==> src/rtl/int_alu_pkg.sv <==
package int_alu_pkg;
  typedef enum logic [3:0] {
    OP_ADD  = 4'd0,  OP_ADDC = 4'd1,  OP_SUB  = 4'd2,  OP_MUL  = 4'd3,
    OP_MULU = 4'd4,  OP_DIV  = 4'd5,  OP_DIVU = 4'd6,  OP_AND  = 4'd7,
    OP_OR   = 4'd8,  OP_XOR  = 4'd9,  OP_SLL  = 4'd10, OP_SRL  = 4'd11,
    OP_SRA  = 4'd12, OP_ROR  = 4'd13, OP_RSV0 = 4'd14, OP_RSV1 = 4'd15
  } alu_op_e;

  typedef enum logic [1:0] {
    ST_IDLE = 2'd0,
    ST_MUL  = 2'd1,
    ST_DIV  = 2'd2
  } alu_st_e;
endpackage

==> src/rtl/alu_addsub.sv <==
module alu_addsub #(
  parameter int WIDTH = 32
) (
  input  logic [WIDTH-1:0] a_i,
  input  logic [WIDTH-1:0] b_i,
  input  logic             sub_i,
  input  logic             cin_i,
  output logic [WIDTH-1:0] res_o,
  output logic             cy_o,
  output logic             ov_o
);
  localparam int MSB = WIDTH - 1;

  logic [WIDTH-1:0] b_eff;
  logic [WIDTH:0]   sum;

  always_comb begin
    b_eff = sub_i ? ~b_i : b_i;
    sum   = {1'b0, a_i} + {1'b0, b_eff} + {{WIDTH{1'b0}}, (sub_i | cin_i)};
    res_o = sum[MSB:0];
    // carry-out equals "result <= a" when carry-in is set, "result < a" otherwise
    cy_o  = sub_i ? ~sum[WIDTH] : sum[WIDTH];
    ov_o  = (a_i[MSB] == b_eff[MSB]) && (sum[MSB] != a_i[MSB]);
  end
endmodule

==> src/rtl/alu_logic.sv <==
module alu_logic
  import int_alu_pkg::*;
#(
  parameter int WIDTH = 32
) (
  input  alu_op_e          op_i,
  input  logic [WIDTH-1:0] a_i,
  input  logic [WIDTH-1:0] b_i,
  output logic [WIDTH-1:0] res_o
);
  localparam int SW = $clog2(WIDTH);

  logic [SW-1:0]      amt;
  logic [2*WIDTH-1:0] rot_w;

  always_comb begin
    amt   = b_i[SW-1:0];
    rot_w = {a_i, a_i} >> amt;
    unique case (op_i)
      OP_AND:  res_o = a_i & b_i;
      OP_OR:   res_o = a_i | b_i;
      OP_XOR:  res_o = a_i ^ b_i;
      OP_SLL:  res_o = a_i << amt;
      OP_SRL:  res_o = a_i >> amt;
      OP_SRA:  res_o = $unsigned($signed(a_i) >>> amt);
      OP_ROR:  res_o = rot_w[WIDTH-1:0];
      default: res_o = '0;
    endcase
  end
endmodule

==> src/rtl/alu_mul.sv <==
module alu_mul #(
  parameter int WIDTH = 32
) (
  input  logic             clk_i,
  input  logic             rst_ni,
  input  logic             go_i,
  input  logic [WIDTH-1:0] a_i,
  input  logic [WIDTH-1:0] b_i,
  output logic             done_o,
  output logic [WIDTH-1:0] hi_o,
  output logic [WIDTH-1:0] lo_o
);
  localparam int CW = $clog2(WIDTH + 1);

  logic [CW-1:0]    cnt_q;
  logic [WIDTH-1:0] mcand_q, hi_q, lo_q;
  logic [WIDTH:0]   psum;

  assign psum = {1'b0, hi_q} + (lo_q[0] ? {1'b0, mcand_q} : '0);

  always_ff @(posedge clk_i or negedge rst_ni) begin
    if (!rst_ni) begin
      cnt_q   <= '0;
      mcand_q <= '0;
      hi_q    <= '0;
      lo_q    <= '0;
      done_o  <= 1'b0;
    end else begin
      done_o <= 1'b0;
      if (go_i) begin
        cnt_q   <= CW'(WIDTH);
        mcand_q <= a_i;
        hi_q    <= '0;
        lo_q    <= b_i;
      end else if (cnt_q != '0) begin
        hi_q   <= psum[WIDTH:1];
        lo_q   <= {psum[0], lo_q[WIDTH-1:1]};
        cnt_q  <= cnt_q - 1'b1;
        done_o <= (cnt_q == CW'(1));
      end
    end
  end

  assign hi_o = hi_q;
  assign lo_o = lo_q;

  assert_mul_done_pulse_R12: assert property (@(posedge clk_i) disable iff (!rst_ni)
    done_o |=> !done_o);
  assert_mul_idle_when_done_R12: assert property (@(posedge clk_i) disable iff (!rst_ni)
    done_o |-> cnt_q == '0);
endmodule

==> src/rtl/alu_div.sv <==
module alu_div #(
  parameter int WIDTH = 32
) (
  input  logic             clk_i,
  input  logic             rst_ni,
  input  logic             go_i,
  input  logic [WIDTH-1:0] num_i,
  input  logic [WIDTH-1:0] den_i,
  output logic             done_o,
  output logic [WIDTH-1:0] quo_o
);
  localparam int CW = $clog2(WIDTH + 1);

  logic [CW-1:0]    cnt_q;
  logic [WIDTH-1:0] den_q, rem_q, quo_q;
  logic [WIDTH:0]   rem_sh;
  logic [WIDTH+1:0] diff;

  always_comb begin
    rem_sh = {rem_q, quo_q[WIDTH-1]};
    diff   = {1'b0, rem_sh} - {2'b00, den_q};
  end

  always_ff @(posedge clk_i or negedge rst_ni) begin
    if (!rst_ni) begin
      cnt_q  <= '0;
      den_q  <= '0;
      rem_q  <= '0;
      quo_q  <= '0;
      done_o <= 1'b0;
    end else begin
      done_o <= 1'b0;
      if (go_i) begin
        cnt_q <= CW'(WIDTH);
        den_q <= den_i;
        rem_q <= '0;
        quo_q <= num_i;
      end else if (cnt_q != '0) begin
        if (diff[WIDTH+1]) begin
          rem_q <= rem_sh[WIDTH-1:0];
          quo_q <= {quo_q[WIDTH-2:0], 1'b0};
        end else begin
          rem_q <= diff[WIDTH-1:0];
          quo_q <= {quo_q[WIDTH-2:0], 1'b1};
        end
        cnt_q  <= cnt_q - 1'b1;
        done_o <= (cnt_q == CW'(1));
      end
    end
  end

  assign quo_o = quo_q;

  assert_div_done_pulse_R12: assert property (@(posedge clk_i) disable iff (!rst_ni)
    done_o |=> !done_o);
  assert_div_rem_below_den_R7: assert property (@(posedge clk_i) disable iff (!rst_ni)
    done_o |-> rem_q < den_q);
endmodule

==> src/rtl/int_alu.sv <==
module int_alu
  import int_alu_pkg::*;
#(
  parameter int WIDTH = 32
) (
  input  logic             clk_i,
  input  logic             rst_ni,
  input  logic             start_i,
  input  logic [3:0]       op_i,
  input  logic [WIDTH-1:0] a_i,
  input  logic [WIDTH-1:0] b_i,
  input  logic             cy_i,
  input  logic             ov_i,
  input  logic             ove_i,
  output logic             busy_o,
  output logic             done_o,
  output logic [WIDTH-1:0] result_o,
  output logic             wr_en_o,
  output logic             cy_o,
  output logic             ov_o,
  output logic             range_exc_o
);
  localparam int MSB = WIDTH - 1;

  alu_st_e          st_q;
  alu_op_e          op_in, op_q;
  logic             cyin_q, ovin_q, ove_q, neg_q;
  logic [WIDTH-1:0] a_q, b_q;
  logic             done_q, wr_q, cy_q, ov_q, rng_q;
  logic [WIDTH-1:0] res_q;

  logic             accept, is_mul, is_div, div_signed, div_zero;
  logic [WIDTH-1:0] as_res, lg_res, num_abs, den_abs;
  logic             as_cy, as_ov;
  logic             mul_done, div_done;
  logic [WIDTH-1:0] mul_hi, mul_lo, div_quo;
  logic [WIDTH-1:0] hi_signed;
  logic             mul_sov;

  assign op_in      = alu_op_e'(op_i);
  assign accept     = start_i && (st_q == ST_IDLE);
  assign is_mul     = (op_in == OP_MUL)  || (op_in == OP_MULU);
  assign is_div     = (op_in == OP_DIV)  || (op_in == OP_DIVU);
  assign div_signed = (op_in == OP_DIV);
  assign div_zero   = (b_i == '0);
  assign num_abs    = (div_signed && a_i[MSB]) ? -a_i : a_i;
  assign den_abs    = (div_signed && b_i[MSB]) ? -b_i : b_i;

  alu_addsub #(.WIDTH(WIDTH)) u_addsub (
    .a_i   (a_i),
    .b_i   (b_i),
    .sub_i (op_in == OP_SUB),
    .cin_i ((op_in == OP_ADDC) && cy_i),
    .res_o (as_res),
    .cy_o  (as_cy),
    .ov_o  (as_ov)
  );

  alu_logic #(.WIDTH(WIDTH)) u_logic (
    .op_i  (op_in),
    .a_i   (a_i),
    .b_i   (b_i),
    .res_o (lg_res)
  );

  alu_mul #(.WIDTH(WIDTH)) u_mul (
    .clk_i  (clk_i),
    .rst_ni (rst_ni),
    .go_i   (accept && is_mul),
    .a_i    (a_i),
    .b_i    (b_i),
    .done_o (mul_done),
    .hi_o   (mul_hi),
    .lo_o   (mul_lo)
  );

  alu_div #(.WIDTH(WIDTH)) u_div (
    .clk_i  (clk_i),
    .rst_ni (rst_ni),
    .go_i   (accept && is_div && !div_zero),
    .num_i  (num_abs),
    .den_i  (den_abs),
    .done_o (div_done),
    .quo_o  (div_quo)
  );

  // signed upper half from the unsigned product by two-term correction
  always_comb begin
    hi_signed = mul_hi - (a_q[MSB] ? b_q : '0) - (b_q[MSB] ? a_q : '0);
    mul_sov   = (hi_signed != {WIDTH{mul_lo[MSB]}});
  end

  always_ff @(posedge clk_i or negedge rst_ni) begin
    if (!rst_ni) begin
      st_q   <= ST_IDLE;
      op_q   <= OP_ADD;
      cyin_q <= 1'b0;
      ovin_q <= 1'b0;
      ove_q  <= 1'b0;
      neg_q  <= 1'b0;
      a_q    <= '0;
      b_q    <= '0;
      done_q <= 1'b0;
      wr_q   <= 1'b0;
      cy_q   <= 1'b0;
      ov_q   <= 1'b0;
      rng_q  <= 1'b0;
      res_q  <= '0;
    end else begin
      done_q <= 1'b0;
      unique case (st_q)
        ST_IDLE: if (start_i) begin
          op_q   <= op_in;
          cyin_q <= cy_i;
          ovin_q <= ov_i;
          ove_q  <= ove_i;
          a_q    <= a_i;
          b_q    <= b_i;
          neg_q  <= div_signed && (a_i[MSB] ^ b_i[MSB]);
          unique case (op_in)
            OP_ADD, OP_ADDC, OP_SUB: begin
              res_q  <= as_res;
              cy_q   <= as_cy;
              ov_q   <= as_ov;
              rng_q  <= ove_i && as_ov;
              wr_q   <= 1'b1;
              done_q <= 1'b1;
            end
            OP_MUL, OP_MULU: st_q <= ST_MUL;
            OP_DIV, OP_DIVU: begin
              if (div_zero) begin
                res_q  <= '0;
                cy_q   <= 1'b1;
                ov_q   <= 1'b0;
                rng_q  <= ove_i;
                wr_q   <= 1'b0;
                done_q <= 1'b1;
              end else begin
                st_q <= ST_DIV;
              end
            end
            default: begin
              res_q  <= lg_res;
              cy_q   <= cy_i;
              ov_q   <= ov_i;
              rng_q  <= 1'b0;
              wr_q   <= 1'b1;
              done_q <= 1'b1;
            end
          endcase
        end
        ST_MUL: if (mul_done) begin
          res_q  <= mul_lo;
          cy_q   <= (mul_hi != '0);
          ov_q   <= (op_q == OP_MUL) && mul_sov;
          rng_q  <= (op_q == OP_MUL) && mul_sov && ove_q;
          wr_q   <= 1'b1;
          done_q <= 1'b1;
          st_q   <= ST_IDLE;
        end
        ST_DIV: if (div_done) begin
          res_q  <= neg_q ? -div_quo : div_quo;
          cy_q   <= 1'b0;
          ov_q   <= 1'b0;
          rng_q  <= 1'b0;
          wr_q   <= 1'b1;
          done_q <= 1'b1;
          st_q   <= ST_IDLE;
        end
        default: st_q <= ST_IDLE;
      endcase
    end
  end

  assign busy_o      = (st_q != ST_IDLE);
  assign done_o      = done_q;
  assign result_o    = res_q;
  assign wr_en_o     = wr_q;
  assign cy_o        = cy_q;
  assign ov_o        = ov_q;
  assign range_exc_o = rng_q;

  assert_ovf_range_req_R9: assert property (@(posedge clk_i) disable iff (!rst_ni)
    done_o && (op_q inside {OP_ADD, OP_ADDC, OP_SUB, OP_MUL}) |-> range_exc_o == (ove_q && ov_o));
  assert_div_range_req_R9: assert property (@(posedge clk_i) disable iff (!rst_ni)
    done_o && (op_q inside {OP_DIV, OP_DIVU}) |-> range_exc_o == (ove_q && cy_o));
  assert_no_ovf_div_mulu_R7: assert property (@(posedge clk_i) disable iff (!rst_ni)
    done_o && (op_q inside {OP_DIV, OP_DIVU, OP_MULU}) |-> !ov_o);
  assert_divzero_no_write_R8: assert property (@(posedge clk_i) disable iff (!rst_ni)
    done_o && (op_q inside {OP_DIV, OP_DIVU}) |-> wr_en_o == !cy_o);
  assert_logic_flags_kept_R10: assert property (@(posedge clk_i) disable iff (!rst_ni)
    done_o && (op_q >= OP_AND) |-> (cy_o == cyin_q) && (ov_o == ovin_q) && !range_exc_o);
  assert_done_outside_busy_R12: assert property (@(posedge clk_i) disable iff (!rst_ni)
    done_o |-> !busy_o);
  assert_busy_holds_op_R12: assert property (@(posedge clk_i) disable iff (!rst_ni)
    busy_o |=> $stable(op_q));
endmodule

==> config.mk <==
export PLATFORM = sky130hd
export DESIGN_NAME = int_alu
export DESIGN_NICKNAME = d
export VERILOG_FILES = /design/src/rtl/int_alu_pkg.sv /design/src/rtl/alu_addsub.sv /design/src/rtl/alu_logic.sv /design/src/rtl/alu_mul.sv /design/src/rtl/alu_div.sv /design/src/rtl/int_alu.sv
export SDC_FILE = /design/constraint.sdc
export NUM_CORES = 2
export LEC_CHECK = 0
export BUFFER_PORTS_ARGS = -buffer_cell sky130_fd_sc_hd__buf_4
export CAP_MARGIN = 20
export CORE_ASPECT_RATIO = 1.4
export CORE_UTILIZATION = 59
export DETAILED_ROUTE_END_ITERATION = 7
export PLACE_DENSITY = 0.79
export RECOVER_POWER = 100
export SYNTH_ARGS = -nofsm -noshare
export SYNTH_HDL_FRONTEND = slang
export SYNTH_HIERARCHICAL = 1
export SYNTH_SLANG_ARGS = --single-unit
==> constraint.sdc <==
create_clock -name clk_i -period 4.6 [get_ports clk_i]
set_input_delay 0.92 -clock clk_i [delete_from_list [all_inputs] [get_ports clk_i]]
set_output_delay 0.92 -clock clk_i [all_outputs]
set_load 0.02 [all_outputs]
# == Yosys cells after proc, flatten, opt, wreduce, memory -nomap -nowiden ==
# Index checks and enable logic that the tools add are counted.
# totals
reg_bits,315
latchBits,0
mem_bits_rw,0
romBits,0
inputBits,74
output_inout_bits,38
wordCells,169
n_memories,0
# classes
addsub,11
multipliers,0
n_div,0
magnitude_cmp,0
eq_ne,28
shifts,4
mux,66
bitwise,7
reduce_logical,31
# op_table
cell,count
$mux W32,20
$pmux W32 S7,1
$pmux W32 S3,2
$neg A32 Y32,3
$shr A64 B5 Y32,1
$sub A32 B32 Y32,2
$sub A33 B32 Y34,1
$add A32 B32 Y33,1
$add A32 B33 Y33,1
$add A33 B1 Y33,1
$and A32 B32 Y32,1
$logic_not A32 Y1,1
$ne A32 B32 Y1,1
$not A32 Y32,1
$or A32 B32 Y32,1
$reduce_bool A32 Y1,1
$shl A32 B5 Y32,1
$shr A32 B5 Y32,1
$sshr A32 B5 Y32,1
$xor A32 B32 Y32,1
$eq A4 B4 Y1 const B,6
$mux W6,4
$pmux W1 S3,8
$mux W1,23
other kinds (33),63

# == Longest topological paths before layout ==
# logic_depth
ltp_word,10
mapped_depth,19

# == By module ==
# The synthesis kept the hierarchy.
# modules_own_cells
module,n_inst,cells_each,area_each_um2,seq_area_each_um2
int_alu,1,1232,10327.4,2727.6
alu_logic,1,914,7383.3,0.0
alu_div,1,730,6472.5,2577.5
alu_mul,1,642,6246.0,2577.5
alu_addsub,1,259,1966.9,0.0

# == Worst setup path before layout ==
# OpenSTA, ideal clock, no wires.
# synth_timing
path_type,input to register
from,input port op_i[2]
to,"register res_q[28], in the netlist result_o[28]"
setup_time_ps,134
arrival_ps,5200
required_ps,4466
setup_slack_ps,-734
path_stages,19
path_cell_list,clkbuf_1 > nor4b_1 > clkbuf_1 > clkbuf_1 > xor2_1 > fa_1 > fa_1 > a21o_1 > a221o_1 > o311ai_2 > o41a_1 > a31oi_1 > a21o_1 > a211o_1 > xor2_1 > nand2_1 > a21oi_1 > a221oi_1 > o21ai_0
# synth_between
elab_chain_cells,7
word_cells_on_any_way,29
classes_between,add/sub (2); eq/ne (15); mux (5); bitwise (1); reduce/logical (6)
# synth_lines
element,line,source
from (decl),int_alu.sv:9,"input logic [3:0] op_i,"
$eq A4 B2 Y1 / $eq A4 B1 Y1 (equally long branches),"int_alu.sv:52, int_alu.sv:53",
$mux W32 / $logic_and A1 B1 Y1 (equally long branches),"alu_addsub.sv:18, int_alu.sv:53",
$add A32 B32 Y33 / $or A1 B1 Y1 (equally long branches),alu_addsub.sv:19,"sum = {1'b0, a_i} + {1'b0, b_eff} + {{WIDTH{1'b0}}, (sub_i | cin_i)};"
$add A33 B1 Y33 *,alu_addsub.sv:19,
net as_res[28],int_alu.sv:33,"logic [WIDTH-1:0] as_res, lg_res, num_abs, den_abs;"
$pmux W32 S3 *,int_alu.sv:120,unique case (op_in)
$mux W32 *,int_alu.sv:112,ST_IDLE: if (start_i) begin
$pmux W32 S3 *,int_alu.sv:111,unique case (st_q)
to (signal assigned),int_alu.sv:122,res_q <= as_res;
to (signal assigned),int_alu.sv:143,res_q <= lg_res;
to (signal assigned),int_alu.sv:153,res_q <= mul_lo;
to (decl),int_alu.sv:30,logic [WIDTH-1:0] res_q;
# Mark *: on every way through the listed nets, which the timed path passes. The rest lies on a longest branch. The select of a mux whose other input is x is not followed.
# A chain may end at the register's enable or synchronous reset.

# == Worst setup path after layout ==
# layout_timing
from,input port b_i[0]
to,"register res_q[12], in the netlist result_o[12]"
# layout_between
word_cells_on_any_way,15
classes_between,add/sub (2); eq/ne (1); shift (4); mux (5); bitwise (1); reduce/logical (2)
# layout_rtl
element,line,source
from (decl),int_alu.sv:11,"input logic [WIDTH-1:0] b_i,"
$shr A64 B5 Y32 (tied with other cells),alu_logic.sv:18,"rot_w = {a_i, a_i} >> amt;"
$pmux W32 S7 *,alu_logic.sv:19,unique case (op_i)
net lg_res[12],int_alu.sv:33,
$pmux W32 S3 *,int_alu.sv:120,
$mux W32 *,int_alu.sv:112,
$pmux W32 S3 *,int_alu.sv:111,
# Marked as above.

==> out/metrics.sh <==
OUTCOME='finished with violations'
VIOLATIONS='design-rule violations, max-capacitance violations, max-slew violations'
PLACEMENT_ROWS=101
P_COMB_SHARE_PCT=71.1
CLOCK_PATH_BUFFERS=3
NUMCLOCKSINKS=315
WORSTPATHMAXFANOUT=54
BOUNDARYPINS=112
IRDROPWORSTVDD_V=0.0009671
MULTI_INPUT_GATE_AREA_IN_THE_FINAL_LAYOUT_MM2=0.02251
SYN_AREA_PER_CELL_UM2=8.577
INITIALDRTVIOLATIONCOUNT=4031
DESIGN_POWER_mW=29.48
SYNTH.LIB_CELLS_USED.DISTINCT=131
HOLD_VIOLATIONS=0
CTS_ROOT_BUFFER='sky130_fd_sc_hd__clkbuf_16'
DRT-WIRELENGTH-PER-CELL_UM=28.66
FINAL_CELL_AREA_MM2=0.03596
FRACTION_OF_LAYOUT_INSTANCES_USING_A_DRIVE_STRENGTH_ABOVE_1_PCT=17.07
CRIT_PATH_START='b_i[0]'
SETUP.WORST_PATH.END_CLASS='register'
CRITPATHKIND='in2reg'
GLOBALROUTETOTALUTIL_PCT=48.27
YOSYSTOPAREACELLSHARE_PCT=24.33
POWER_PER_UNIT_OF_STANDARD_CELL_AREA_mW_PER_MM2=819.8
ROUTE.VIAS.TOTAL=33109
SYN_NETS=4092
POWER.SWITCHING_mW=14.82
CTS_MAX_LEVEL=2
YS.WARNINGS.COUNT=6
FINALWORSTPATHREQUIREDPERIOD_PS=4551
DRCVIOLATIONCOUNT=17
CLKSLEWWORSTSETUPHOLDPATHS_PS=60
SYNTH_SEQUENTIAL_AREA_RATIO_PCT=24.33
TCRIT_TCLK_FINAL_PCT=98.93
YOSYS_REGISTER_BITS=315
CTS-BUFFERS-INSERTED=36
DIE_AREA_MM2=0.05586
GRT_START_MAX_NET_PINS=99
SYNTH.TOP_CELLS.BY_COUNT='sky130_fd_sc_hd__nand2_1 (506), sky130_fd_sc_hd__dfrtp_1 (315), sky130_fd_sc_hd__o21ai_0 (293)'
CONGESTION_OVERFLOW_GR=0
POST_PLACE_CELLS=4612
YS_ASYNC_SR_FRACTION_PCT=100.0
PLACE.GP.CONGESTION=1.112
SYNTH_EDF_COUNT=0
FLOORPLAN.DIE.HEIGHT_UM=279.3
CELL_COUNT_FINAL_FILLERS_OUT=4690
SETUP-VIOLATIONS-FINAL=0
BUFFER_PORTS.INSERTED=111
FINALWIRELENGTH_UM=134400
CP_DATA_ARRIVAL_TIME_PS=4990
POST_DP_AREA_MM2=0.03507
CTS_TREE='yes'
SETUP_WS_FINAL_PS=49.37
SWITCHING_SHARE_OF_POWER_PCT=50.27
YS_DOMINANT_REG_CELL='sky130_fd_sc_hd__dfrtp_1'
NETLIST.TOP_CELL.BY_AREA='sky130_fd_sc_hd__dfrtp_1'
YOSYSMOSTFREQUENTCELL='sky130_fd_sc_hd__nand2_1'
NUMBER_OF_GLOBAL_ROUTE_VIAS_BEFORE_REPAIR=31516
CLOCK_LATENCY_PS=590
GRT_ANTENNA_BEFORE_REPAIR=15
POSTLAYOUTCOREUTIL_PCT=66.34
CRITICAL_PATH_REQUIRED_PS=5040
HOLD_PATH.CLASS='reg2reg'
NETLIST_AREA_MM2=0.03240
FLOORPLAN.DIE.WIDTH_UM=200.0
START_KIND='input pin'
HPWL_UM=95510
FINALMAXSLEWVIOLATIONS=347
FLOORPLAN.INITIALDENSITY_PCT=59.76
CRITICAL_PATH.REG2REG.STARTPOINT='a_q[31]'
POWER_FRAC_SEQ_PCT=18.5
NETLIST_TOP_CELLS_AREA='sky130_fd_sc_hd__dfrtp_1 (24%), sky130_fd_sc_hd__ha_1 (8.0%), sky130_fd_sc_hd__nand2_1 (5.9%)'
AREA.SEQUENTIAL_MM2=0.007883
NUM-FILL-CELLS=4550
REPORTED_MAX_CAP_VIOLATION_COUNT=6
DETAIL-ROUTE-ANTENNA-NETS=0
FIRST_PASS_GRT_WIRE_LENGTH_UM=198000
FIN_NETS=4250
HIGHEST_CLOCK_RATE_MHz=219.8
ROUTE.DETAILED.VIAS_PER_INST=7.059
DETAILEDROUTE.FIRSTPASSITERATIONCOUNT=8
DESIGN.CORE.AREA_MM2=0.05421
AREA_GROWTH_PCT=11.02
FINAL.SETUP_SKEW_PS=50.47
INTERNAL_POWER_mW=14.66
GRT_SETUP_UNREPAIRED='true'
SLEW_HEADROOM_PCT=-63.87
WORST_PIN_SLEW_PS=2458
PWR-SHARE-CLK_PCT=10.4
DP_WORST_SETUP_SLACK_PS=-342.8
LEAKAGEPOWER_nW=15.85
MIN_FROM='result_o[5]'
SYNTHESIS.INSTANCES=3777
kinds of logic after synthesis:
logic type,count (synthesis),share of synthesized area [%]
and+or+nand+nor,1178,17.09
xor gates and xnor gates,222,6.002
DFF,315,24.33
muxes,325,14.04
AOI/OAI and AO/OA,1068,22.41
buffers and inverters,428,6.002
adders and majority gates,241,10.12
through the flow:
step	TNS (ps)	hold WS, ps
5_1_grt	-183.5	492.6
6_report	0	480.4
4_1_cts	0	404.5
3_3_place_gp	-1556	458.1
2_1_floorplan	-910.5	441.8
3_5_place_dp	-2433	467.2
sequential cells by signal, indices dropped and copies added (netlist names), 32 cells and up:
signal	flops
a_q	32
b_q	32
result_o	32
u_div/den_q	32
u_div/quo_o	32
u_div/rem_q	32
u_mul/hi_o	32
u_mul/lo_o	32
u_mul/mcand_q	32
area by class of cell:
type | count | area share [%]
clock inverter | 18 | 0.7341
timing repair buffer | 391 | 7.880
sequential | 315 | 21.92
clock buffer | 45 | 2.682
tap | 721 | 2.508
antenna | 9 | 0.06262
inverter | 157 | 1.639
multi-input combinational | 3034 | 62.58
per-layer routing:
layer  up-vias  part of all wire (%)  track usage (%)
met5         -                 0.033                0
met4         8                    11            42.79
met3       729                    12            14.17
met2      2308                    43            71.26
met1     15911                    34            56.55
li1      14153                     -                -
layout by cell type (no fill, tap or decap), types with 35 or more instances in the layout:
master,count
sky130_fd_sc_hd__nand3_1,82
sky130_fd_sc_hd__mux4_2,71
sky130_fd_sc_hd__xnor2_1,109
sky130_fd_sc_hd__mux2i_1,119
sky130_fd_sc_hd__o21ai_0,292
sky130_fd_sc_hd__nor2_1,216
sky130_fd_sc_hd__a21o_1,70
sky130_fd_sc_hd__a21oi_1,231
sky130_fd_sc_hd__ha_1,206
sky130_fd_sc_hd__xor2_1,112
sky130_fd_sc_hd__nor3_1,81
sky130_fd_sc_hd__a211oi_1,63
sky130_fd_sc_hd__nand2_1,505
sky130_fd_sc_hd__and3_1,35
sky130_fd_sc_hd__mux2_2,117
sky130_fd_sc_hd__and2_1,54
sky130_fd_sc_hd__inv_1,155
sky130_fd_sc_hd__o211ai_1,36
sky130_fd_sc_hd__clkbuf_1,56
sky130_fd_sc_hd__buf_4,315
sky130_fd_sc_hd__dfrtp_1,315
sky130_fd_sc_hd__clkbuf_16,36
critical path, stage by stage:
cell and delay [ps]:
sky130_fd_sc_hd__clkbuf_2 260, sky130_fd_sc_hd__clkbuf_1 280, sky130_fd_sc_hd__clkbuf_4 660, sky130_fd_sc_hd__inv_1 210, sky130_fd_sc_hd__clkbuf_2 310, sky130_fd_sc_hd__ha_1 270, sky130_fd_sc_hd__nor2b_1 160, sky130_fd_sc_hd__mux2i_1 160
sky130_fd_sc_hd__clkbuf_1 260, sky130_fd_sc_hd__o22ai_1 180, sky130_fd_sc_hd__a21oi_1 310, sky130_fd_sc_hd__o21ai_0 190, sky130_fd_sc_hd__nand3_1 130, sky130_fd_sc_hd__a21oi_1 100, sky130_fd_sc_hd__a221oi_1 270, sky130_fd_sc_hd__buf_4 180
sky130_fd_sc_hd__o21ai_0 90
power by group through the flow:
stage	clock [mW]	sequential (mW)	combinational, mW
floorplan	0	5.14	14.9
global placement	0	5.36	19.9
detailed placement	0	5.41	20.2
CTS	3.08	5.39	20.5
global route	3.18	5.58	22.7
finish	3.07	5.44	21.0
worst paths after layout:
path                             endpoint  slack (ps)  depth (start not counted)
hold reg to reg               result_o[5]         480                          1
min in group asynchronous  u_mul/lo_o[14]        1090                          1
hold / removal                result_o[5]         480                          1
setup / recovery             result_o[12]          50                         17
setup reg to reg                     ov_o         130                         18
max in group asynchronous   u_mul/hi_o[1]         660                          2
repair_timing:
| action | CTS | global route |
|---|---|---|
| hold buffers | 0 | 0 |
| gates resized for setup | 2 | 11 |
| setup endpoints to repair | 2 | 4 |
| gates cloned | 0 | 0 |
| pin swaps | 2 | 9 |
| buffers inserted | 1 | 3 |
(Power assumes the default switching activity.)
